**config.mk**
```make
export PLATFORM = sky130hd
export DESIGN_NAME = dct8_loeffler
export DESIGN_NICKNAME = d
export VERILOG_FILES = /design/src/rtl/dct8_pkg.sv /design/src/rtl/dct8_rot3m.sv /design/src/rtl/dct8_cmul.sv /design/src/rtl/dct8_loeffler.sv
export SDC_FILE = /design/constraint.sdc
export NUM_CORES = 2
export LEC_CHECK = 0
export ABC_AREA = 0
export BUFFER_PORTS_ARGS = -buffer_cell sky130_fd_sc_hd__buf_4
export CAP_MARGIN = 15
export CORE_MARGIN = 1
export CORE_UTILIZATION = 40
export CTS_BUF_LIST = sky130_fd_sc_hd__clkbuf_8
export DETAILED_ROUTE_END_ITERATION = 12
export PLACE_DENSITY = 0.6
export SLEW_MARGIN = 25
export SYNTH_ARGS = -nofsm -noshare
export SYNTH_HDL_FRONTEND = slang
export SYNTH_SLANG_ARGS = --single-unit
```
**constraint.sdc**
```tcl
create_clock -name clk -period 11.6 [get_ports clk]
set_clock_uncertainty 0.1 [all_clocks]
set_input_delay 2.32 -clock clk [delete_from_list [all_inputs] [get_ports clk]]
set_output_delay 2.32 -clock clk [all_outputs]
set_load 0.03 [all_outputs]
```
**src/rtl/dct8_pkg.sv**
```systemverilog
package dct8_pkg;
    // Fixed-point format of every multiplier constant: signed, 14 fraction bits.
    localparam int CFRAC = 14;
    localparam int CW    = 16;
    localparam int NPT   = 8;
    localparam int HALF_NPT = NPT / 2;
    localparam int LAT   = 4;

    typedef logic signed [CW-1:0] coef_t;

    // Odd-half rotation constants (angles 3pi/16 and pi/16).
    localparam coef_t K_COS3 = 16'sd13623;
    localparam coef_t K_SIN3 = 16'sd9102;
    localparam coef_t K_COS1 = 16'sd16069;
    localparam coef_t K_SIN1 = 16'sd3196;
    // Even-half rotation, scaled by sqrt(2): sqrt2*cos(6pi/16), sqrt2*cos(2pi/16).
    localparam coef_t K_E6   = 16'sd8867;
    localparam coef_t K_E2   = 16'sd21407;
    // Square root of two.
    localparam coef_t K_RT2  = 16'sd23170;
endpackage

```
**src/rtl/dct8_rot3m.sv**
```systemverilog
module dct8_rot3m
    import dct8_pkg::*;
#(
    parameter int    IW = 16,
    parameter coef_t KP = K_COS3,
    parameter coef_t KQ = K_SIN3
) (
    input  logic signed [IW-1:0] in0,
    input  logic signed [IW-1:0] in1,
    output logic signed [IW-1:0] out0,
    output logic signed [IW-1:0] out1
);
    // out0 = KP*in0 + KQ*in1 ; out1 = KP*in1 - KQ*in0, using three products.
    localparam int PW = IW + CW + 2;
    localparam logic signed [PW-1:0] HALF = PW'(1) <<< (CFRAC - 1);
    localparam logic signed [CW:0] KSUM = (CW+1)'(KP) + (CW+1)'(KQ);
    localparam logic signed [CW:0] KDIF = (CW+1)'(KQ) - (CW+1)'(KP);

    logic signed [IW:0]   pre;
    logic signed [PW-1:0] shared, acc0, acc1;

    always_comb begin
        pre    = (IW+1)'(in0) + (IW+1)'(in1);
        shared = PW'(pre) * PW'(KP);
        acc0   = shared + PW'(in1) * PW'(KDIF) + HALF;
        acc1   = shared - PW'(in0) * PW'(KSUM) + HALF;
        out0   = IW'(acc0 >>> CFRAC);
        out1   = IW'(acc1 >>> CFRAC);
    end
endmodule

```
**src/rtl/dct8_cmul.sv**
```systemverilog
module dct8_cmul
    import dct8_pkg::*;
#(
    parameter int    IW = 16,
    parameter coef_t K  = K_RT2
) (
    input  logic signed [IW-1:0] din,
    output logic signed [IW-1:0] dout
);
    localparam int PW = IW + CW + 1;
    localparam logic signed [PW-1:0] HALF = PW'(1) <<< (CFRAC - 1);

    logic signed [PW-1:0] prod;

    always_comb begin
        prod = PW'(din) * PW'(K) + HALF;
        dout = IW'(prod >>> CFRAC);
    end
endmodule

```
**src/rtl/dct8_loeffler.sv**
```systemverilog
module dct8_loeffler
    import dct8_pkg::*;
#(
    parameter  int DW = 12,
    localparam int OW = DW + 4
) (
    input  logic              clk,
    input  logic              rst,
    input  logic              in_valid,
    input  logic [8*DW-1:0]   in_smp,
    output logic              out_valid,
    output logic [8*OW-1:0]   out_coef
);
    localparam int IW = OW;

    // ---------------- input unpacking ----------------
    logic signed [IW-1:0] x [NPT];
    for (genvar n = 0; n < NPT; n++) begin : g_unpack
        assign x[n] = IW'(signed'(in_smp[n*DW +: DW]));
    end

    // ---------------- stage 1: mirrored butterflies ----------------
    logic signed [IW-1:0] st1_sum [HALF_NPT];
    logic signed [IW-1:0] st1_dif [HALF_NPT];
    logic signed [IW-1:0] s1_sum  [HALF_NPT];
    logic signed [IW-1:0] s1_dif  [HALF_NPT];
    for (genvar i = 0; i < HALF_NPT; i++) begin : g_bfly1
        assign st1_sum[i] = x[i] + x[NPT-1-i];
        assign st1_dif[i] = x[i] - x[NPT-1-i];
    end

    always_ff @(posedge clk) begin
        s1_sum <= st1_sum;
        s1_dif <= st1_dif;
    end

    // ---------------- stage 2: even butterflies, odd rotations ----------------
    // Odd terms: dif[3]=x3-x4, dif[2]=x2-x5, dif[1]=x1-x6, dif[0]=x0-x7.
    logic signed [IW-1:0] ev_b0, ev_b1, ev_b2, ev_b3;
    logic signed [IW-1:0] od_r4, od_r7, od_r5, od_r6;
    logic signed [IW-1:0] s2_b0, s2_b1, s2_b2, s2_b3;
    logic signed [IW-1:0] s2_o4, s2_o5, s2_o6, s2_o7;

    assign ev_b0 = s1_sum[0] + s1_sum[3];
    assign ev_b1 = s1_sum[1] + s1_sum[2];
    assign ev_b2 = s1_sum[1] - s1_sum[2];
    assign ev_b3 = s1_sum[0] - s1_sum[3];

    dct8_rot3m #(.IW(IW), .KP(K_COS3), .KQ(K_SIN3)) u_rot_c3 (
        .in0(s1_dif[3]), .in1(s1_dif[0]), .out0(od_r4), .out1(od_r7));
    dct8_rot3m #(.IW(IW), .KP(K_COS1), .KQ(K_SIN1)) u_rot_c1 (
        .in0(s1_dif[2]), .in1(s1_dif[1]), .out0(od_r5), .out1(od_r6));

    always_ff @(posedge clk) begin
        s2_b0 <= ev_b0; s2_b1 <= ev_b1; s2_b2 <= ev_b2; s2_b3 <= ev_b3;
        s2_o4 <= od_r4; s2_o5 <= od_r5; s2_o6 <= od_r6; s2_o7 <= od_r7;
    end

    // ---------------- stage 3: even split, odd butterflies ----------------
    logic signed [IW-1:0] c_y2, c_y6;
    logic signed [IW-1:0] s3_y0, s3_y2, s3_y4, s3_y6;
    logic signed [IW-1:0] s3_p4, s3_p5, s3_p6, s3_p7;

    dct8_rot3m #(.IW(IW), .KP(K_E6), .KQ(K_E2)) u_rot_c6 (
        .in0(s2_b2), .in1(s2_b3), .out0(c_y2), .out1(c_y6));

    always_ff @(posedge clk) begin
        s3_y0 <= s2_b0 + s2_b1;
        s3_y4 <= s2_b0 - s2_b1;
        s3_y2 <= c_y2;
        s3_y6 <= c_y6;
        s3_p4 <= s2_o4 + s2_o6;
        s3_p6 <= s2_o4 - s2_o6;
        s3_p7 <= s2_o7 + s2_o5;
        s3_p5 <= s2_o7 - s2_o5;
    end

    // ---------------- stage 4: outer odd butterfly, sqrt2 scaling ----------------
    logic signed [IW-1:0] c_y3, c_y5;
    logic signed [IW-1:0] y [NPT];

    dct8_cmul #(.IW(IW), .K(K_RT2)) u_rt2_a (.din(s3_p5), .dout(c_y3));
    dct8_cmul #(.IW(IW), .K(K_RT2)) u_rt2_b (.din(s3_p6), .dout(c_y5));

    always_ff @(posedge clk) begin
        y[0] <= s3_y0;
        y[1] <= s3_p7 + s3_p4;
        y[2] <= s3_y2;
        y[3] <= c_y3;
        y[4] <= s3_y4;
        y[5] <= c_y5;
        y[6] <= s3_y6;
        y[7] <= s3_p7 - s3_p4;
    end

    for (genvar k = 0; k < NPT; k++) begin : g_pack
        assign out_coef[k*OW +: OW] = y[k];
    end

    // ---------------- valid pipeline ----------------
    logic [LAT-1:0] vld;
    always_ff @(posedge clk) begin
        if (rst) vld <= '0;
        else     vld <= {vld[LAT-2:0], in_valid};
    end
    assign out_valid = vld[LAT-1];

    // ---------------- assertions ----------------
    logic [2:0] age;
    always_ff @(posedge clk) begin
        if (rst)              age <= '0;
        else if (age != 3'd4) age <= age + 3'd1;
    end

    logic signed [OW-1:0] in_tot, in_alt;
    always_comb begin
        in_tot = x[0] + x[1] + x[2] + x[3] + x[4] + x[5] + x[6] + x[7];
        in_alt = x[0] - x[1] - x[2] + x[3] + x[4] - x[5] - x[6] + x[7];
    end

    // strobe emerges exactly four sampled edges after it entered.
    a_r5_valid_latency: assert property (@(posedge clk) disable iff (rst)
        (age == 3'd4) |-> (out_valid == $past(in_valid, 4)));

    // coefficient 0 is the exact sample sum of the matching input.
    a_r1_dc_exact: assert property (@(posedge clk) disable iff (rst)
        (age == 3'd4 && out_valid) |-> ($signed(out_coef[0 +: OW]) == $past(in_tot, 4)));

    // coefficient 4 is the exact alternating-pair sum of the matching input.
    a_r2_mid_exact: assert property (@(posedge clk) disable iff (rst)
        (age == 3'd4 && out_valid) |-> ($signed(out_coef[4*OW +: OW]) == $past(in_alt, 4)));

    // after an edge that sampled reset, nothing is valid.
    a_r7_reset_flush: assert property (@(posedge clk) disable iff (rst)
        $past(rst) |-> !out_valid);
endmodule

```
Yosys cells after proc, flatten, opt, wreduce, memory -nomap -nowiden
Memory sizes are Yosys's and may differ from the RTL's.
Index checks and enable logic that the tools add are counted.
{"block": "word_totals", "memories": 1, "elab_cells": 74, "register_bits": 354, "ram_bits": 128, "input_bits": 99, "out_inout_bits": 129}
{"name": "y", "depth": 8, "word_bits": 16, "read_ports": 8, "rd_ports_with_merged_regs": 0, "wr": 8, "line": "dct8_loeffler.sv:80", "text": "logic signed [IW-1:0] y [NPT];"}
{"block": "op_classes", "n_mul": 11, "add_sub_neg": 37}
{"cell": "$add A30 B15 Y30 const B", "count": 8}
{"cell": "$add A30 B30 Y30", "count": 3}
{"cell": "$sub A30 B30 Y30", "count": 3}
{"cell": "$mul A14 B15 Y29 const B", "count": 3}
{"cell": "$mul A13 B16 Y29 const B", "count": 2}
{"cell": "$mul A16 B15 Y29 const B", "count": 2}
{"cell": "$add A13 B13 Y14", "count": 4}
{"cell": "$add A12 B12 Y13", "count": 4}
{"cell": "$sub A12 B12 Y13", "count": 4}
{"cell": "$add A16 B16 Y16", "count": 3}
{"cell": "$sub A16 B16 Y16", "count": 3}
{"cell": "$add A14 B14 Y15", "count": 2}
{"cell": "$mul A15 B15 Y30 const B", "count": 1}
{"cell": "$mul A13 B15 Y28 const B", "count": 1}
{"cell": "$sub A13 B13 Y14", "count": 2}
{"cell": "$mul A13 B14 Y27 const B", "count": 1}
{"cell": "$mul A14 B13 Y27 const B", "count": 1}
{"cell": "$sub A14 B14 Y15", "count": 1}

Logic depth before layout (Yosys ltp)
{"block": "logic_depth", "depth_word": 4, "depth_mapped": 46, "mapped_depth_nobuf": 46}

Hierarchy
A second synthesis with hierarchy kept.
{"block": "unflattened", "cells_unflattened": 8713, "area_unflattened_um2": 81539.5}
{"module": "dct8_loeffler", "cells_per_inst": 2389, "area_per_inst_um2": 22641.7, "n_inst": 1, "seq_area_each_um2": 9389.0}
{"module": "dct8_rot3m at u_rot_c3", "cells_per_inst": 1903, "area_per_inst_um2": 17762.0, "n_inst": 1, "seq_area_each_um2": 0.0}
{"module": "dct8_rot3m at u_rot_c1", "cells_per_inst": 1891, "area_per_inst_um2": 17663.2, "n_inst": 1, "seq_area_each_um2": 0.0}
{"module": "dct8_rot3m at u_rot_c6", "cells_per_inst": 1666, "area_per_inst_um2": 15244.6, "n_inst": 1, "seq_area_each_um2": 0.0}
{"module": "dct8_cmul", "cells_per_inst": 432, "area_per_inst_um2": 4113.9, "n_inst": 2, "seq_area_each_um2": 0.0}

Worst setup path before layout
OpenSTA, ideal clock, no wires.
{"block": "synth_path", "kind": "register to register", "start": "reg s2_b3[0]", "end": "reg s3_y2[15]", "setup_slack_ns": 1.810, "setup_ns": 0.129, "arrival_time_ns": 9.560, "period_less_slack_ns": 9.790, "path_stages_with_launch": 35, "path_cell_list": "dfxtp_1 > ha_1 > fa_1 > a21o_1 > a21oi_1 > nand2b_1 > a21oi_1 > a211oi_1 > nor3b_1 > o31ai_2 > ha_1 > ha_1 > ha_1 > fa_1 > fa_1 > fa_1 > ha_1 > nand3_1 > o21ai_0 > o41ai_1 > a221oi_1 > a21o_1 > a21oi_1 > xnor2_1 > ha_1 > ha_1 > and4_1 > a21oi_1 > nand2_1 > a221o_1 > and4_1 > o31a_1 > o21a_1 > nor2_1 > xnor3_1"}
{"block": "synth_between", "elab_chain_len": 4, "word_cells_on_any_way": 5, "cone_classes": "3 x add/sub; 2 x mul"}
{"element": "from (decl)", "line": "dct8_loeffler.sv:41", "text": "logic signed [IW-1:0] s2_b0, s2_b1, s2_b2, s2_b3;"}
{"element": "from (signal assigned)", "line": "dct8_loeffler.sv:55", "text": "s2_b0 <= ev_b0; s2_b1 <= ev_b1; s2_b2 <= ev_b2; s2_b3 <= ev_b3;"}
{"element": "$add A14 B14 Y15", "line": "dct8_rot3m.sv:23", "text": "pre = (IW+1)'(in0) + (IW+1)'(in1);"}
{"element": "$mul A15 B15 Y30", "line": "dct8_rot3m.sv:24", "text": "shared = PW'(pre) * PW'(KP);"}
{"element": "$add A30 B30 Y30 (*)", "line": "dct8_rot3m.sv:25", "text": "acc0 = shared + PW'(in1) * PW'(KDIF) + HALF;"}
{"element": "$add A30 B15 Y30 (*)", "line": "dct8_rot3m.sv:25"}
{"element": "net c_y2[15]", "line": "dct8_loeffler.sv:60", "text": "logic signed [IW-1:0] c_y2, c_y6;"}
{"element": "to (signal assigned)", "line": "dct8_loeffler.sv:70", "text": "s3_y2 <= c_y2;"}
{"element": "to (decl)", "line": "dct8_loeffler.sv:61", "text": "logic signed [IW-1:0] s3_y0, s3_y2, s3_y4, s3_y6;"}
Mark *: on every way through the listed nets, which the timed path passes. The rest lies on a longest branch.
A chain may end at the register's enable or synchronous reset.

Final worst setup path
{"block": "layout_path", "start": "reg s1_dif[48] (netlist name)", "end": "reg s2_o7[15]"}
{"block": "layout_between", "elab_chain_len": 4}
{"element": "from (decl)", "line": "dct8_loeffler.sv:26", "text": "logic signed [IW-1:0] s1_dif [HALF_NPT];"}
{"element": "from (signal assigned)", "line": "dct8_loeffler.sv:34", "text": "s1_dif <= st1_dif;"}
{"element": "$add A13 B13 Y14", "line": "dct8_rot3m.sv:23"}
{"element": "$mul A14 B15 Y29", "line": "dct8_rot3m.sv:24"}
{"element": "$sub A30 B30 Y30", "line": "dct8_rot3m.sv:26", "text": "acc1 = shared - PW'(in0) * PW'(KSUM) + HALF;"}
{"element": "$add A30 B15 Y30", "line": "dct8_rot3m.sv:26"}
{"element": "net od_r7[15]", "line": "dct8_loeffler.sv:40", "text": "logic signed [IW-1:0] od_r4, od_r7, od_r5, od_r6;"}
{"element": "to (signal assigned)", "line": "dct8_loeffler.sv:56", "text": "s2_o4 <= od_r4; s2_o5 <= od_r5; s2_o6 <= od_r6; s2_o7 <= od_r7;"}
{"element": "to (decl)", "line": "dct8_loeffler.sv:42", "text": "logic signed [IW-1:0] s2_o4, s2_o5, s2_o6, s2_o7;"}
The timed path passes the listed nets, and every way through them passes these cells.

==> results.yml <==
run_status:
  outcome: "finished, final reports clean"
timing:
  hold_viol: 0
  tightest_slew_ns: 1.005
  fmax_mhz: 94.35
  final.setup.tns_ns: 0
  drv_slew: 0
  post-route-period-util: 0.9137
  setup_viol: 0
  max-slew-margin-rel: 0.3250
  fin_crit_ns: 10.60
  grt_setup_unrepaired: "false"
final_layout:
  post-route-cell-area_um2: 76520
  final-instance-count-excl-fill: 10130
  final_util: 0.4402
  area_growth_pct: 9.221
  finalNetCount: 10350
  drive_gt1_frac: 0.05475
synth:
  yosysUniqueCellTypes: 91
  synth-xor-area-share: 0.06865
  synth-compound-area-share: 0.1014
  yosys_warnings: 0
  synth_top_family_by_area: "adder cells"
  synth_nets: 10060
  synth-seq-cells: 469
  muxShareOfSynthArea: 0.002232
  synth_flop_cell: "dfxtp_1"
  postSynthCellCount: 7448
  ys_async_sr_fraction: 0
  synthAdderAreaFrac: 0.5278
  syn_area_um2: 70060
  seq_area_frac_synth: 0.1340
  synth_edf_count: 0
  synth-simple-area-share: 0.07312
  syn-mean-instance-area_um2: 9.406
drt:
  wl_mm: 164.9
  wl_per_cell_um: 16.28
  first_pass_iters: 5
  vias_per_cell: 4.848
  drt_iter0_drc: 1936
  ant_nets: 0
  drc: 0
  num_vias: 49100
worst_setup_path:
  critical_path_class: "register to register"
  slowest_delay_ns: 0.61
  cp_max_fo: 10
  cp.arrival_ns: 11.25
  worst_r2r_path_depth: 41
  cp.required_ns: 12.25
  slowest_stage: "dfxtp_1"
  cp-start-kind: "register"
  endpoint_kind: "register"
clock_tree:
  htreeDepth: 3
  hold_buffers: 0
  cts_tree: "yes"
  postCtsSetupRepairBufs: 0
  post_cts_resized: 0
  clk_pin_slew_worst_paths_ns: 0.07
  clockBufferDepth: 3
  cts_made_buffers: 80
  ctsRootBufferMaster: "clkbuf_8"
  cts_sinks: 469
  clk-insertion-delay-late_ns: 0.82
floorplan:
  initial_core_util: 0.4030
  core_um2: 173800
  die_y_um: 420.5
  fp.dieArea_um2: 176800
  dieWidth_um: 420.5
  boundaryPins: 228
  placementRows: 153
placement:
  numPortBuffers: 227
  gp_congestion: 0.9201
  dp_hpwl_mm: 147.9
  placed_area_um2: 74600
  dp.cells: 9979
grt:
  grt_overflow: 0
  grt_pass1_wl_mm: 262.6
  grt_max_degree: 23
  first_global_vias: 49950
  antenna_found_initial: 10
  grt_use_total: 0.1886
worst_hold_path:
  hold_class: "register to register"
  whs_path_depth: 0
run:
  cap_violations: 0
## through the flow
step | setup WS, ns | hold WS, ns
6_report | 1.001 | 0.2166
5_1_grt | 0.1548 | 0.2239
4_1_cts | 1.016 | 0.2157
3_5_place_dp | 1.077 | 0.2121
3_3_place_gp | 1.266 | 0.2101
2_1_floorplan | 1.810 | 0.2096
## layout by cell type (no fill, tap or decap), types with 80 or more instances in the layout
cell type  count
a21oi_1      368
xnor2_1      373
dfxtp_1      469
xor2_1       170
nor2b_1       80
nor2_1       372
o21ai_0      248
clkbuf_8     100
a21o_1        94
buf_4        232
nor3_1        95
fa_1         729
nand2_1      172
inv_1       1711
ha_1        1788
o21bai_1      85
## state kept, by name, indices dropped and copies added, names as in the netlist, 13 cells and up
register and flops:
y 124, s1_dif 52, s1_sum 48, s2_o4 16, s2_o5 16, s2_o6 16
s2_o7 16, s3_p6 16, s3_p7 16, s3_y2 16, s3_y6 16, s3_p4 15
s3_p5 15, s3_y4 15, s2_b2 14, s2_b3 14, s3_y0 14, s2_b0 13
s2_b1 13
## final cells by class
cell class / instances / area (um2)
fillers: 16980 / 97300
multi-input cells: 5254 / 54190
flip-flops and latches: 469 / 9389
inverters: 1699 / 6377
well taps: 2325 / 2909
repair buffers: 232 / 1742
clock buffers: 100 / 1376
clock inverters: 45 / 531.8
diodes: 3 / 7.507
## metal layers
metal	part of all wire	routed length, um	GRT usage
met5	0.000079	13	0
met4	0.028	4615	0.05646
met3	0.026	4228	0.01512
met2	0.48	78660	0.3278
met1	0.47	77380	0.2477
## Yosys cell counts (all sizes together) (41+ instances only)
library cell | instances | share of area
ha | 1788 | 0.32
a21boi | 41 | 0.0044
a21o | 96 | 0.010
dfxtp | 469 | 0.13
xor2 | 170 | 0.021
o21a | 66 | 0.0071
nand3 | 73 | 0.0053
nand2b | 69 | 0.0062
o21ai | 257 | 0.018
inv | 1699 | 0.091
nor2 | 372 | 0.020
a21oi | 369 | 0.026
and3 | 70 | 0.0063
fa | 729 | 0.21
nor3 | 95 | 0.0068
nor2b | 80 | 0.0071
nand2 | 172 | 0.0092
o21bai | 86 | 0.0093
xnor2 | 374 | 0.047
## logic make-up after synthesis
kind of cell | after synthesis
xor+xnor | 546
flops | 469
buf+inv | 1725
compound gates | 1121
fa+ha+maj | 2518
simple gates | 1053
mux | 15
other cells | 1
## worst max-delay path, delay by kind of cell (launching register included)
kind                       cells  cell delay, ns
and+or+nand+nor                5            0.85
adders and majority gates     11            3.96
DFF                            1            0.61
xor gates and xnor gates       3            0.84
buffers and inverters          3            0.23
AOI/OAI and AO/OA             19            3.94
## final timing paths
check	from	end	slack, ns
setup / recovery	s1_dif[48]	s2_o7[15]	1.00
hold / removal	s3_y2[3]	y[0][35]	0.22
setup reg to reg	s1_dif[48]	s2_o7[15]	1.00
hold reg to reg	s3_y2[3]	y[0][35]	0.22
Power is not shown: default switching activity piles up to over one toggle a cycle in this logic, so the estimate is an artifact.
